$ cat config.mk
export PLATFORM = sky130hd
export DESIGN_NAME = byte_pack_buf
export DESIGN_NICKNAME = d
export VERILOG_FILES = /design/src/rtl/byte_pack_buf_pkg.sv /design/src/rtl/byte_pack_buf_ctrl.sv /design/src/rtl/byte_pack_buf_dpath.sv /design/src/rtl/byte_pack_buf.sv
export SDC_FILE = /design/constraint.sdc
export NUM_CORES = 1
export LEC_CHECK = 0
export ABC_AREA = 1
export BUFFER_PORTS_ARGS = -buffer_cell sky130_fd_sc_hd__buf_2
export CAP_MARGIN = 40
export CORE_AREA = 2 2 79 89
export CTS_CLUSTER_DIAMETER = 150
export DETAILED_ROUTE_END_ITERATION = 6
export DIE_AREA = 0 0 81 91
export PLACE_DENSITY_LB_ADDON = 0.1
export SLEW_MARGIN = 20
export SYNTH_ARGS = -nofsm -noshare
export SYNTH_HDL_FRONTEND = slang
export SYNTH_SLANG_ARGS = --single-unit
$ cat constraint.sdc
create_clock -name clk -period 2.7 [get_ports clk]
set_input_delay 0.27 -clock clk [delete_from_list [all_inputs] [get_ports clk]]
set_output_delay 0.27 -clock clk [all_outputs]
set_load 0.005 [all_outputs]
$ cat src/rtl/byte_pack_buf_pkg.sv
package byte_pack_buf_pkg;
  localparam int BufBytes  = 4;
  localparam int HalfBytes = 2;
  localparam int ByteW     = 8;
  localparam int HalfW     = HalfBytes * ByteW;
  localparam int BufW      = BufBytes * ByteW;
  localparam int CntW      = $clog2(BufBytes + 1);
  localparam int IdxW      = $clog2(BufBytes);

  // strobes from control to the store
  typedef struct packed {
    logic            clear;
    logic            loadHalf;
    logic            loadByte;
    logic            dropTwo;
    logic            dropAll;
    logic            rxInsert;
    logic [IdxW-1:0] rxSlot;
  } bufStrobe_t;
endpackage

$ cat src/rtl/byte_pack_buf_ctrl.sv
module byte_pack_buf_ctrl
  import byte_pack_buf_pkg::*;
(
  input  logic            clk,
  input  logic            rstN,
  input  logic            xferStart,
  input  logic            hostWrEn,
  input  logic            hostWrByte,
  input  logic            hostRdEn,
  input  logic            txPop,
  input  logic            rxPush,
  output bufStrobe_t      strobe,
  output logic [IdxW-1:0] txIdx,
  output logic [CntW-1:0] txCount,
  output logic [CntW-1:0] rxCount,
  output logic            txReady,
  output logic            rxReady,
  output logic            singleByte,
  output logic            underflow,
  output logic            overflow
);
  localparam logic [CntW-1:0] kFull = CntW'(BufBytes);
  localparam logic [CntW-1:0] kHalf = CntW'(HalfBytes);
  localparam logic [CntW-1:0] kRoom = CntW'(BufBytes - HalfBytes);
  localparam logic [CntW-1:0] kOne  = CntW'(1);

  logic doStart, doWr, doRd, doPop, doPush;
  logic wrOk;
  logic [CntW-1:0] wrStep, txNext, rxNext;

  // fixed priority, one operation per clock
  always_comb begin
    doStart = xferStart;
    doWr    = !xferStart && hostWrEn;
    doRd    = !xferStart && !hostWrEn && hostRdEn;
    doPop   = !xferStart && !hostWrEn && !hostRdEn && txPop;
    doPush  = !xferStart && !hostWrEn && !hostRdEn && !txPop && rxPush;
    wrOk    = (txCount <= kRoom);
    wrStep  = hostWrByte ? kOne : kHalf;
  end

  always_comb begin
    strobe          = '0;
    strobe.clear    = doStart;
    strobe.loadHalf = doWr && wrOk && !hostWrByte;
    strobe.loadByte = doWr && wrOk && hostWrByte;
    strobe.dropTwo  = doRd && (rxCount > kHalf);
    strobe.dropAll  = doRd && (rxCount == kOne || rxCount == kHalf);
    strobe.rxInsert = doPush && (rxCount < kFull);
    strobe.rxSlot   = rxCount[IdxW-1:0];
  end

  always_comb begin
    txNext = txCount;
    if (doWr && wrOk)                   txNext = txCount + wrStep;
    else if (doPop && txCount != '0)    txNext = txCount - kOne;
    rxNext = rxCount;
    if (strobe.dropTwo)                 rxNext = rxCount - kHalf;
    else if (strobe.dropAll)            rxNext = '0;
    else if (strobe.rxInsert)           rxNext = rxCount + kOne;
  end

  assign txIdx = (txCount == '0) ? '0 : IdxW'(txCount - kOne);

  always_ff @(posedge clk or negedge rstN) begin
    if (!rstN) begin
      txCount    <= '0;
      rxCount    <= '0;
      txReady    <= 1'b0;
      rxReady    <= 1'b0;
      singleByte <= 1'b0;
      underflow  <= 1'b0;
      overflow   <= 1'b0;
    end else if (doStart) begin
      txCount    <= '0;
      rxCount    <= '0;
      txReady    <= 1'b1;
      rxReady    <= 1'b0;
      singleByte <= 1'b0;
      underflow  <= 1'b0;
      overflow   <= 1'b0;
    end else begin
      txCount <= txNext;
      rxCount <= rxNext;
      if (doWr && wrOk) begin
        underflow <= 1'b0;
        if (txNext > kRoom) txReady <= 1'b0;
      end
      if (doRd) begin
        overflow <= 1'b0;
        if (rxCount == kOne) singleByte <= 1'b1;
        if (rxNext == '0) rxReady <= 1'b0;
      end
      if (doPop) begin
        if (txCount == '0) underflow <= 1'b1;
        else if (txNext <= kRoom) txReady <= 1'b1;
      end
      if (doPush) begin
        if (rxCount == kFull) overflow <= 1'b1;
        else rxReady <= 1'b1;
      end
    end
  end
endmodule

$ cat src/rtl/byte_pack_buf_dpath.sv
module byte_pack_buf_dpath
  import byte_pack_buf_pkg::*;
(
  input  logic             clk,
  input  logic             rstN,
  input  bufStrobe_t       strobe,
  input  logic             bigEndian,
  input  logic [HalfW-1:0] hostWrData,
  input  logic [ByteW-1:0] rxByte,
  input  logic [IdxW-1:0]  txIdx,
  output logic [HalfW-1:0] rdData,
  output logic [ByteW-1:0] txByte
);
  logic [BufW-1:0]  store;
  logic [HalfW-1:0] halfIn;
  logic [ByteW-1:0] lanes [BufBytes];

  for (genvar g = 0; g < BufBytes; g++) begin : g_lane
    assign lanes[g] = store[g*ByteW +: ByteW];
  end

  assign halfIn = bigEndian ? hostWrData
                            : {hostWrData[ByteW-1:0], hostWrData[HalfW-1:ByteW]};

  always_ff @(posedge clk or negedge rstN) begin
    if (!rstN)                store <= '0;
    else if (strobe.clear)    store <= '0;
    else if (strobe.loadHalf) store <= {store[BufW-HalfW-1:0], halfIn};
    else if (strobe.loadByte) store <= {store[BufW-ByteW-1:0], hostWrData[ByteW-1:0]};
    else if (strobe.dropTwo)  store <= store >> HalfW;
    else if (strobe.dropAll)  store <= '0;
    else if (strobe.rxInsert) store <= store | (BufW'(rxByte) << {strobe.rxSlot, 3'b000});
  end

  assign rdData = bigEndian ? {lanes[0], lanes[1]} : {lanes[1], lanes[0]};
  assign txByte = lanes[txIdx];
endmodule

$ cat src/rtl/byte_pack_buf.sv
module byte_pack_buf
  import byte_pack_buf_pkg::*;
(
  input  logic        clk,
  input  logic        rstN,
  input  logic        xferStart,
  input  logic        bigEndian,
  input  logic        hostWrEn,
  input  logic        hostWrByte,
  input  logic [15:0] hostWrData,
  input  logic        hostRdEn,
  output logic [15:0] rdData,
  input  logic        txPop,
  output logic [7:0]  txByte,
  input  logic        rxPush,
  input  logic [7:0]  rxByte,
  output logic [2:0]  txCount,
  output logic [2:0]  rxCount,
  output logic        txReady,
  output logic        rxReady,
  output logic        singleByte,
  output logic        underflow,
  output logic        overflow
);
  bufStrobe_t      strobe;
  logic [IdxW-1:0] txIdx;

  byte_pack_buf_ctrl u_ctrl (
    .clk(clk), .rstN(rstN), .xferStart(xferStart), .hostWrEn(hostWrEn),
    .hostWrByte(hostWrByte), .hostRdEn(hostRdEn), .txPop(txPop), .rxPush(rxPush),
    .strobe(strobe), .txIdx(txIdx), .txCount(txCount), .rxCount(rxCount),
    .txReady(txReady), .rxReady(rxReady), .singleByte(singleByte),
    .underflow(underflow), .overflow(overflow)
  );

  byte_pack_buf_dpath u_dpath (
    .clk(clk), .rstN(rstN), .strobe(strobe), .bigEndian(bigEndian),
    .hostWrData(hostWrData), .rxByte(rxByte), .txIdx(txIdx),
    .rdData(rdData), .txByte(txByte)
  );
endmodule

======== Yosys cells after proc, flatten, opt, wreduce, memory -nomap -nowiden ========
Cells that the tools add are included.
storage, ports and cells
  bits in registers ....................... 43
operators by class
  add/subtract/negate cells ............... 4
  magnitude comparators ................... 6
  equal/unequal tests ..................... 3
  shifts and indexed selects .............. 1
  muxes and demuxes ....................... 42
  bitwise operators ....................... 2
  reduce and logical (&&, ||, !) cells .... 27
operators by type and width
  kind                                                            number
  2-to-1 mux 32 bit                                               6
  2-to-1 mux 16 bit                                               2
  OR 32 bit                                                       1
  << shifter 8 x 5 -> 32 bit                                      1
  2-to-1 mux 1 bit                                                22
  2-to-1 mux 3 bit                                                7
  binary-select mux 8 bit (select 2 bit)                          1
  2-to-1 mux 8 bit                                                2
  logical AND 1 bit                                               14
  greater-than comparator 3 x 2 -> 1 bit, second input constant   2
  less-or-equal comparator 3 x 2 -> 1 bit, second input constant  2
  logical NOT 3 bit                                               2
  nonzero test 6 bit                                              1
  logical NOT 1 bit                                               5
  2-to-1 mux 2 bit                                                2
  nonzero test 2 bit                                              2
  adder 3 x 1 -> 3 bit, second input constant                     1
  adder 3 bit                                                     1
  == test 3 x 1 -> 1 bit, second input constant                   1
  == test 3 x 2 -> 1 bit, second input constant                   1
  == test 3 bit, second input constant                            1
  greater-or-equal comparator 3 bit, second input constant        1
  less-than comparator 3 bit, second input constant               1
  NOT 2 -> 3 bit                                                  1
  5 further kinds                                                 5

======== Depth between registers and ports, before layout ========
Gate-level depths: netlist of run 1.
  word-level depth ........................ 15
  mapped depth ............................ 13
  mapped depth without buffers ............ 12

======== By module ========
From an unflattened synthesis of run 1, not the netlist that was laid out.
second synthesis, totals
  cell total of the unflattened synthesis .. 624
  area, all modules ....................... 3743.6 sq um
modules (own cells, without submodules)
  module               times used  cells an instance  area an instance (sq um)  sequential area each (sq um)
  byte_pack_buf_dpath  1           502                2837.7                    800.8
  byte_pack_buf_ctrl   1           122                905.9                     275.3

======== Worst setup path after synthesis of run 1 ========
Ideal clock, no wire load.
  kind .................................... register -> output
  start ................................... register u_ctrl.txCount[0]
  end ..................................... output port txByte[5]
  data arrival time ....................... 1.851 ns
  path slack .............................. 0.579 ns
  stages on the path, launching flop included .. 10
  cell sequence ........................... dfrtp_1 -> clkinv_1 -> ha_1 -> inv_1 -> nor2_1 -> nor2_1 -> buf_2 -> nor2_1 -> a211oi_1 -> a21oi_1
on the way
  cells in the longest elaborated chain, start to end .. 6
ends and longest elaborated chain
  element                                                                line                       source
  start, declared                                                        byte_pack_buf_ctrl.sv:14   output logic [CntW-1:0] txCount,
  start signal, assigned                                                 byte_pack_buf_ctrl.sv:83   txCount <= txNext;
  subtractor 3 x 1 -> 3 bit / logical NOT 3 bit (equally long branches)  -
  2-to-1 mux 2 bit *                                                     byte_pack_buf_ctrl.sv:63   assign txIdx = (txCount == '0) ? '0 : IdxW'(txCount - kOne);
  NOT 2 -> 3 bit (implied by the code) *                                 byte_pack_buf_dpath.sv:36  assign txByte = lanes[txIdx];
  binary-select mux 8 bit (select 2 bit) *                               byte_pack_buf_dpath.sv:36
  2-to-1 mux 8 bit (implied by the code) * (2 in series)                 byte_pack_buf_dpath.sv:36
  end, declared                                                          byte_pack_buf.sv:14        output logic [7:0] txByte,
Every way passes the cells marked *; elsewhere a longest branch is shown, timed or not. The select of a mux whose other input is x is not followed.

======== Final worst setup path of run 1 ========
  start ................................... register u_ctrl.txCount[0]
  end ..................................... output port txByte[1]
Same word-level chain as after synthesis.

==> metrics.md, run 1 <==
| Metric | Value |
|---|---|
| Status | complete, no violations |
| Hold depth | 5 |
| Total power | 2.12 mW |
| First-pass iteration count of the detailed router | 5 |
| Pleak | 2.03 nW |
| Average wire per standard cell | 17.1 um |
| Antenna Nets Post-Route | 0 |
| Hold WS | 0.329 ns |
| Synth Cell Area | 3600 um2 |
| CTS sink cnt | 43 |
| Slowest stage delay, CP | 0.42 ns |
| Worst min path class | in2reg |
| Post-DP HPWL | 7740 um |
| Fin nets | 635 |
| Worst Path Class, Setup | reg2out |
| Vias in the first global route | 3902 |
| WP buf/inv | 5 |
| Final setup TNS | 0 ns |
| RSZ-0062 raised after global routing | false |
| Port Buffer Count | 67 |
| WP data arrival | 2.21 ns |
| Layout cell share with drive strength beyond 1 | 19.4% |
| Die Y | 91 um |
| Max Freq | 0.403 GHz |
| Pwr Density | 513 nW/um2 |
| Worst reg-to-reg setup slack | 0.49 ns |
| Initial antenna violation count | 0 |
| Setup Fix Bufs, Post-CTS | 0 |
| Clock transition at path regs | 0.09 ns |
| Critical path's slowest cell | dfrtp_2 |
| H-tree levels | 2 |
| Synthesized flop and latch total | 43 |
| GRT overflow | 0 |
| Final min period | 2.48 ns |
| Worst-case clock buffer depth | 2 |
| Die area | 7370 um2 |
| Post-synth net total | 574 |
| First-pass GRT wire length | 18800 um |
| Io pins | 68 |
| R2R depth | 10 |
| Worst r2r dst | u_dpath.store[9] |
| Worst-margin pin slew | 0.800 ns |
| Crit-path max FO | 10 |
| Final slew viol count | 0 |
| CORE AREA | 6440 um2 |
| Largest net degree at the start of global routing | 32 |
| Final Setup Violations | 0 |
| Synthesis-to-finish area growth | 14.6% |
| DR DRC count | 0 |
| Startpoint types | register |
| Yosys warning count | 0 |
| Worst r2r src | u_ctrl.txCount[1] |
| Worst Skew | 0.0118 ns |
| Period utilization | 91.9% |
| Syn_area_per_cell | 6.77 um2 |
| Worst Setup End Kind | output pin |
| CP Cell Sequence | clkinv_1 > buf_4 > ha_1 > inv_1 > nor2_2 > nor2_2 > buf_4 > nor2_1 > a211oi_1 > a21oi_1 > buf_2 |
| Post-Route WL | 11600 um |
| Worst-Skew Late Latency | 0.30 ns |
| Worst Hold Endpoint | u_dpath.store[4] |
| Synth cell types | 35 |
| CTS Root Cell | clkbuf_8 |
| Gr usage total | 32.6% |
| Synth top area share | 29.9% |
| Max Cap Viol | 0 |
| Initial Util | 55.9% |
| Cell Rows | 31 |
| Via count | 4125 |
| 1st-iter DRT viols | 472 |
| Hold_sp | hostWrData[12] |
| CTS tree | yes |
| Post-synth top area cell | dfrtp_1 |
| Final Wtd Congestion | 0.906 |
| Worst path top cell family by delay | buffers and inverters |
| Slew HR | 46.3% |
| Worst path required time | 2.43 ns |
| Die width | 81 um |
| Vias per cell | 6.10 |
| Post-synthesis sequential area ratio | 29.9% |
| Inserted Diodes | 0 |
| Total CTS buffers | 5 |
| Top cells by area, synth | dfrtp_1, nand2_1, o21ai_0 |
| Cell count after synthesis | 532 |
| Final hold violation count | 0 |
| VDD IR max | 0.314 mV |
==> through the flow <==
stage / utilization (%) / instances / instance area (um2) / setup slack [ns]
4_1_cts: 64.0 / 676 / 4120 / 0.0874
3_3_place_gp: 61.8 / 667 / 3980 / 0.465
3_5_place_dp: 61.8 / 667 / 3980 / 0.425
2_1_floorplan: - / 532 / 3600 / 0.579
6_report: 64.1 / 676 / 4130 / 0.218
5_1_grt: 64.1 / 676 / 4130 / 0.0428
==> cells by family after synthesis <==
| family | synth area share (%) |
|---|---|
| AOI/OAI and AO/OA | 29.6 |
| adders and majority gates | 3.34 |
| xor gates and xnor gates | 0.487 |
| and+or+nand+nor | 25.6 |
| DFF | 29.9 |
| buffers and inverters | 11.0 |
==> routing by layer <==
metal / GRT usage (%) / share of wire [%] / vias to the layer above
met5: 0 / 0 / -
met1: 42.4 / 40 / 1902
li1: - / - / 1934
met2: 53.3 / 48 / 261
met4: 10.3 / 2.3 / 0
met3: 7.16 / 10 / 28
==> worst max-delay path by stage <==
stage | from | end | slack [ns] | depth (start not counted)
2_1_floorplan | u_ctrl.txCount[0] | txByte[5] | 0.58 | 9
3_3_place_gp | u_ctrl.txCount[0] | txByte[7] | 0.47 | 10
3_5_place_dp | u_ctrl.txCount[0] | txByte[4] | 0.42 | 10
4_1_cts | u_ctrl.txCount[0] | txByte[1] | 0.09 | 10
5_1_grt | u_ctrl.txCount[0] | txByte[2] | 0.04 | 11
6_report | u_ctrl.txCount[0] | txByte[1] | 0.22 | 11
==> state kept, by name, summed over array words and instances (netlist names) <==
signal / count
u_ctrl.txReady: 1
u_dpath.store: 32
u_ctrl.txCount: 3
u_ctrl.singleByte: 1
u_ctrl.rxReady: 1
u_ctrl.underflow: 1
u_ctrl.rxCount: 3
u_ctrl.overflow: 1
==> Yosys cell counts <==
cell type and count:
o211ai_1 17, nor3_1 1, xor2_1 2, o21ai_1 18
o21ai_2 1, inv_2 3, nand3_1 21, o221ai_1 2
a211oi_1 9, inv_1 52, nand4_4 1, a31oi_1 9
o41ai_1 1, nand4_1 4, fa_1 1, inv_4 3
o22ai_1 22, nor3_4 2, o211ai_2 9, nand2_8 1
buf_4 3, ha_1 8, buf_6 5, a21oi_1 26
o21ai_0 62, dfrtp_1 43, nand3b_2 1, buf_2 8
nand2_2 1, nand2_1 149, clkbuf_1 11, nand2_4 1
nand3_2 1, clkinv_1 3, nor2_1 31
==> power by group <==
part           switching, mW  total (mW)  internal, mW
Combinational          0.447       0.721         0.274
Clock                  0.244       0.614         0.370
Sequential            0.0733       0.782         0.709
Total                  0.764        2.12          1.35
==> what timing repair did <==
| action | CTS | global route |
|---|---|---|
| setup endpoints to repair | 0 | 8 |
| hold buffers | 1 | 0 |
| endpoints found under the hold margin | 13 | 0 |
| resized for setup | 0 | 4 |
==> worst reg2reg max path, cell delays in order (launching register included) <==
cell	delay, ns
dfrtp_1	0.47
ha_1	0.19
inv_1	0.04
nand2_1	0.11
nand4_4	0.11
inv_4	0.22
nand2_4	0.29
inv_2	0.31
nand3_1	0.16
nand4_1	0.14
nand2_1	0.07
==> final cells by class <==
class	count	area (um2)
clock buffer	6	72.6
clock inverter	2	60.1
fill	620	2310
inverter	61	236
multi-input combinational	401	2130
sequential	43	1080
tap	82	103
timing repair buffer	81	443
==> cell usage in the layout (no fill, tap or decap), types with 2 or more instances in the layout <==
cell         n
a211oi_1     9
a21oi_1     26
a31oi_1      9
buf_2       67
buf_4       13
bufinv_16    2
clkbuf_8     5
clkinv_1     3
dfrtp_1     42
ha_1         8
inv_1       51
inv_2        4
inv_4        3
nand2_1    149
nand3_1     21
nand4_1      4
nor2_1      29
nor2_2       2
nor3_4       2
o211ai_1    17
o211ai_2     9
o21ai_0     62
o21ai_1     18
o221ai_1     2
o22ai_1     22
xor2_1       2
Power figures use the tool's default switching activity.
==> inputs of run 2 (changes only) <==
--- a/constraint.sdc
+++ b/constraint.sdc
@@ -3,2 +3,2 @@
 set_output_delay 0.27 -clock clk [all_outputs]
-set_load 0.005 [all_outputs]
+set_load 0.1 [all_outputs]
==> run 2 against run 1 <==
Net effect: clock skew fell by 0.0026 ns; sequential share of layout area fell by 1.5 points; critical path type unchanged; cell area rose by 6.7%; die area did not move; first-iteration DRC count fell by 26%; combinational power rose by 120%; register-to-register slack got worse by 0.22 ns.
==> metrics.md, run 2 (same netlist as run 1, synthesis figures left out) <==
| Metric | Value |
|---|---|
| Inserted Diodes | 0 (unchanged) |
| Post-Route WL | 11700 um (+0.85%) |
| Worst setup margin | 0.0536 ns (-0.165 ns) |
| R2R depth | 12 (+2) |
| Wire length on met2 | 5630 um (+1.7%) |
| Post-DP HPWL | 8210 um (+6.1%) |
| Final Setup Violations | 0 (unchanged) |
| Worst Setup End Kind | output pin |
| Fin nets | 641 (+0.94%) |
| Worst min path class | in2reg |
| Worst-margin pin slew | 0.631 ns (-0.169 ns) |
| GRT overflow | 0 (unchanged) |
| Register with the most flip-flops | u_dpath.store |
| Initial Util | 55.9% (unchanged) |
| Via count | 4151 (+0.63%) |
| Pwr Density | 634 nW/um2 (+24%) |
| Final slew viol count | 0 (unchanged) |
| Io pins | 68 (unchanged) |
| Worst path required time | 2.43 ns (about the same) |
| Worst-case clock buffer depth | 2 (unchanged) |
| Non-Filler Instances | 681 (+0.74%) |
| Port Buffer Count | 67 (unchanged) |
| H-tree levels | 2 (unchanged) |
| Period utilization | 98.0% (+6.1 points) |
| Worst-Skew Late Latency | 0.30 ns (about the same) |
| Commonest non-fill, non-tap cell in the layout | nand2_1 |
| Layout cell share with drive strength beyond 1 | 23.5% (+4.2 points) |
| Slowest stage delay, CP | 0.46 ns (+0.04 ns) |
| VDD IR max | 0.420 mV (+34%) |
| Max Freq | 0.378 GHz (-6.2%) |
| Slew HR | 57.9% (+12 points) |
| WP buf/inv | 5 (unchanged) |
| Status | complete, no violations |
| Pre-CTS WS | 0.360 ns (-0.0651 ns) |
| Largest net degree at the start of global routing | 29 (-9.4%) |
| Die area | 7370 um2 (unchanged) |
| Pleak | 2.10 nW (+3.7%) |
| Vias in the first global route | 3863 (-1.0%) |
| RSZ-0062 raised after global routing | true |
| DR DRC count | 0 (unchanged) |
| Synthesis-to-finish area growth | 22.2% |
| Final Wtd Congestion | 0.932 (+3.0%) |
| Worst Path Class, Setup | reg2out |
| Initial antenna violation count | 0 (unchanged) |
| Total CTS buffers | 5 (unchanged) |
| Average wire per standard cell | 17.2 um (+0.11%) |
| CTS Root Cell | clkbuf_8 |
| 1st-iter DRT viols | 349 (-26%) |
| Most frequent cells in the layout | nand2_1, buf_2, o21ai_0 |
| CP Depth | 11 (unchanged) |
| First-pass GRT wire length | 18500 um (-1.5%) |
| Crit-path max FO | 8 (-2) |
| Worst path top cell family by delay | buffers and inverters |
| Startpoint types | register |
| Critical path's slowest cell | dfrtp_4 |
| Hold depth | 2 (-3) |
| Final hold violation count | 0 (unchanged) |
| CORE AREA | 6440 um2 (unchanged) |
| CTS sink cnt | 43 (unchanged) |
| CTS tree | yes |
| Placed Cells | 671 (+0.60%) |
| Final setup TNS | 0 ns (unchanged) |
| M1 wire length | 4640 um (+0.54%) |
| CP Cell Sequence | clkinv_2 > ha_1 > inv_1 > nor2_1 > buf_4 > nor2_2 > buf_4 > nor2_1 > a211oi_1 > a21oi_4 > buf_12 |
| Die Y | 91 um (unchanged) |
| Final min period | 2.65 ns (+0.165 ns) |
| Die width | 81 um (unchanged) |
| Top flop regs | u_dpath.store (32), u_ctrl.rxCount (3), u_ctrl.txCount (3) |
| Routed wl met3 | 1020 um (-12%) |
| WP data arrival | 2.38 ns (+0.17 ns) |
| Cell Rows | 31 (unchanged) |
| Clock transition at path regs | 0.08 ns (about the same) |
| Total power | 2.79 mW (+32%) |
| Top Metal Used | met4 |
| Worst Skew | 0.00915 ns (-0.00260 ns) |
| Max Cap Viol | 0 (unchanged) |
| Max reg flops | 32 (unchanged) |
| Antenna Nets Post-Route | 0 (unchanged) |
| First-pass iteration count of the detailed router | 5 (unchanged) |
| Vias per cell | 6.10 (-0.11%) |
| Gr usage total | 32.5% (-0.068 points) |
run 2: worst paths after layout:
path	startpoint	endpoint	slack (ns)
setup / recovery	u_ctrl.txCount[0]	txByte[5]	0.05
hold / removal	xferStart	u_ctrl.txCount[1]	0.33
setup reg to reg	u_ctrl.txCount[0]	u_dpath.store[12]	0.27
hold reg to reg	u_ctrl.singleByte	u_ctrl.singleByte	0.50
max in group asynchronous	rstN	u_dpath.store[5]	1.52
min in group asynchronous	rstN	u_dpath.store[15]	0.42
run 2: timing repair:
action	4_1_cts	5_1_grt
resized for setup	0	9
buffers inserted	0	2
endpoints found under the hold margin	15	0
hold buffers	1	0
endpoints found under the setup margin	0	8
run 2: where the power goes:
part           internal (mW)  switching, mW
clock                  0.201          0.235
combinational          0.452           1.12
sequential             0.710         0.0746
total                   1.36           1.43
run 2: per-layer routing:
layer | track usage [%] | up-vias
met5 | 0 | -
met4 | 15.7 | 0
met3 | 4.08 | 39
met2 | 54.1 | 238
met1 | 40.9 | 1919
li1 | - | 1955
run 2: final cells by class:
cell class / instances / area, um2
Sequential cell: 43 / 1080
Clock inverter: 1 / 5.00
Fill cell: 580 / 2040
Tap cell: 82 / 103
Multi-Input combinational cell: 401 / 2270
Inverter: 61 / 241
Timing Repair Buffer: 87 / 616
Clock buffer: 6 / 82.6
run 2: through the flow:
stage               hold slack (ns)  util, %  area, um2
floorplan                   -0.0256        -       3710
global placement              0.215     65.6       4220
detailed placement            0.222     65.8       4240
CTS                           0.330     67.3       4340
global route                  0.363     68.4       4400
finish                        0.327     68.4       4400
==> inputs of run 3 (changes only) <==
Settings changed: RECOVER_POWER set to 25, SETUP_SLACK_MARGIN set to 0.15.
==> run 3 against run 2 <==
Net effect: the flow now finishes with violations (max-capacitance violations, max-slew violations); via count grew 2.3%; non-clock buffer count shrank 1; utilization grew 0.91 points; power grew 2.0%; die area is the same; sequential share of layout area shrank 0.27 points; hold slack gained 0.0059 ns; first-iteration DRC count grew 35%.
==> metrics.md, run 3 (same netlist as run 1, synthesis figures left out) <==
| Metric | Value |
|---|---|
| Antenna Nets Post-Route | 0 (unchanged) |
| VDD IR max | 0.390 mV (-7.2%) |
| Largest net degree at the start of global routing | 29 (unchanged) |
| Final min period | 2.45 ns (-0.201 ns) |
| Cts hold-fix bufs | 0 (-1) |
| Cell Rows | 31 (unchanged) |
| WP data arrival | 2.18 ns (-0.20 ns) |
| Synthesis-to-finish area growth | 23.9% |
| Commonest non-fill, non-tap cell in the layout | nand2_1 |
| Worst min path class | in2async |
| Max Cap Viol | 1 (+1) |
| Io pins | 68 (unchanged) |
| Busiest layer in global routing | met2 |
| Initial antenna violation count | 0 (unchanged) |
| Final Setup Violations | 0 (unchanged) |
| Worst Setup End Kind | output pin |
| Pwr Density | 638 nW/um2 (+0.70%) |
| CORE AREA | 6440 um2 (unchanged) |
| Total power | 2.85 mW (+2.0%) |
| Worst path required time | 2.43 ns (about the same) |
| Gr usage total | 32.6% (+0.10 points) |
| Final slew viol count | 26 (+26) |
| Slowest stage delay, CP | 0.43 ns (-0.03 ns) |
| Clock transition at path regs | 0.09 ns (about the same) |
| First-pass GRT wire length | 18600 um (+0.37%) |
| Crit-path max FO | 8 (unchanged) |
| Die width | 81 um (unchanged) |
| Worst setup margin | 0.255 ns (+0.201 ns) |
| First-pass iteration count of the detailed router | 5 (unchanged) |
| Startpoint types | register |
| Via count | 4247 (+2.3%) |
| Register with the most flip-flops | u_dpath.store |
| Slew HR | -3.22% (-61 points) |
| Final Instance Area | 4460 um2 (+1.3%) |
| GRT overflow | 0 (unchanged) |
| Layout cell share with drive strength beyond 1 | 24.4% (+0.88 points) |
| Final hold violation count | 0 (unchanged) |
| Final setup TNS | 0 ns (unchanged) |
| Average wire per standard cell | 17.8 um (+3.9%) |
| Worst-Skew Late Latency | 0.30 ns (about the same) |
| GR Layer Usage met3 | 4.37% (+0.30 points) |
| Final Wtd Congestion | 0.971 (+4.1%) |
| Fin nets | 640 (-0.16%) |
| Die Y | 91 um (unchanged) |
| Period utilization | 90.6% (-7.5 points) |
| CP Cell Sequence | clkinv_4 > ha_1 > inv_1 > nor2_2 > buf_4 > nor2_4 > clkinvlp_4 > buf_12 > o22ai_1 > a21oi_4 > buf_12 |
| Worst-case clock buffer depth | 2 (unchanged) |
| CTS tree | yes |
| Post-Route WL | 12100 um (+3.8%) |
| DR DRC count | 0 (unchanged) |
| CTS sink cnt | 43 (unchanged) |
| Worst-margin pin slew | 1.55 ns (+0.917 ns) |
| Most numerous cell on the critical path | buf_12 |
| Most frequent cells in the layout | nand2_1, buf_2, o21ai_0 |
| Worst Path Class, Setup | reg2out |
| Port Buffer Count | 67 (unchanged) |
| 1st-iter DRT viols | 471 (+35%) |
| Failing checks | max-capacitance violations, max-slew violations |
| Met2 global-route usage | 56.3% (+2.1 points) |
| Pleak | 2.11 nW (+0.42%) |
| CTS Root Cell | clkbuf_8 |
| Die area | 7370 um2 (unchanged) |
| Placed cell areas | 4260 um2 (+0.50%) |
| Max Freq | 0.409 GHz (+8.2%) |
| Status | finished, violations left |
| GR Util met1 | 40.7% (-0.25 points) |
| Top flop regs | u_dpath.store (32), u_ctrl.rxCount (3), u_ctrl.txCount (3) |
| H-tree levels | 2 (unchanged) |
| Vias in the first global route | 3846 (-0.44%) |
| Post-DP HPWL | 8190 um (-0.30%) |
| Pre-CTS WS | 0.344 ns (-0.0161 ns) |
| Inserted Diodes | 0 (unchanged) |
| Layout Utilization | 69.3% (+0.91 points) |
| Max reg flops | 32 (unchanged) |
| Initial Util | 55.9% (unchanged) |
| Vias per cell | 6.25 (+2.5%) |
| Worst Skew | 0.00990 ns (+0.000748 ns) |
| Critical path's slowest cell | dfrtp_4 |
| RSZ-0062 raised after global routing | false |
| Total CTS buffers | 5 (unchanged) |
-- run 3: cell count changes in the layout (fill, tap and decap cells not counted), sizes merged --
cell / before / now
clkbuf: 6 / 8
buf: 86 / 84
dlygate4sd3: 1 / 0
-- run 3: cell type report --
class                           instances  area [um2]
Tap cell                               82         103
Clock inverter                          1        5.00
Clock buffer                            6        82.6
Sequential cell                        43        1090
Fill cell                             582        1980
Timing Repair Buffer                   86         626
Multi-Input combinational cell        401        2310
Inverter                               61         245
-- run 3: power by group --
part / switching, mW / internal, mW
logic: 1.14 / 0.476
registers: 0.0779 / 0.710
clock network: 0.244 / 0.202
-- run 3: timing repair --
| item | in CTS | in global routing |
|---|---|---|
| buffers inserted | 0 | 1 |
| cloned | 0 | 0 |
| gates resized for setup | 3 | 16 |
| setup endpoints to repair | 2 | 8 |
-- run 3: routing by layer --
metal	wire (um)	vias to the layer above
li1	-	1939
met1	4620	2018
met2	6140	253
met3	1050	37
met4	303	0
met5	0	-
-- run 3: worst max-delay path, delay by kind of cell, from the launching register on --
family          cells  cell delay, ns
simple gates        2            0.20
compound gates      2            0.32
flops               1            0.43
fa+ha+maj           1            0.19
buf+inv             6            0.74
-- run 3: final timing paths --
kind                                    from           endpoint  slack [ns]  cells after the start
max                        u_ctrl.txCount[0]          txByte[4]        0.25                     11
min                                     rstN  u_dpath.store[28]        0.33                      1
max reg2reg                u_ctrl.txCount[0]  u_dpath.store[11]        0.27                     12
min reg2reg                u_ctrl.singleByte  u_ctrl.singleByte        0.49                      2
max in group asynchronous               rstN  u_dpath.store[13]        0.64                      2
min in group clk                   xferStart  u_ctrl.txCount[1]        0.34                      2
-- run 3: per-stage QoR --
stage	hold slack, ns	instances
after floorplan	-0.0256	532
after global placement	0.317	671
after detailed placement	0.326	672
after CTS	0.0000438	679
after global routing	0.358	680
final	0.333	680
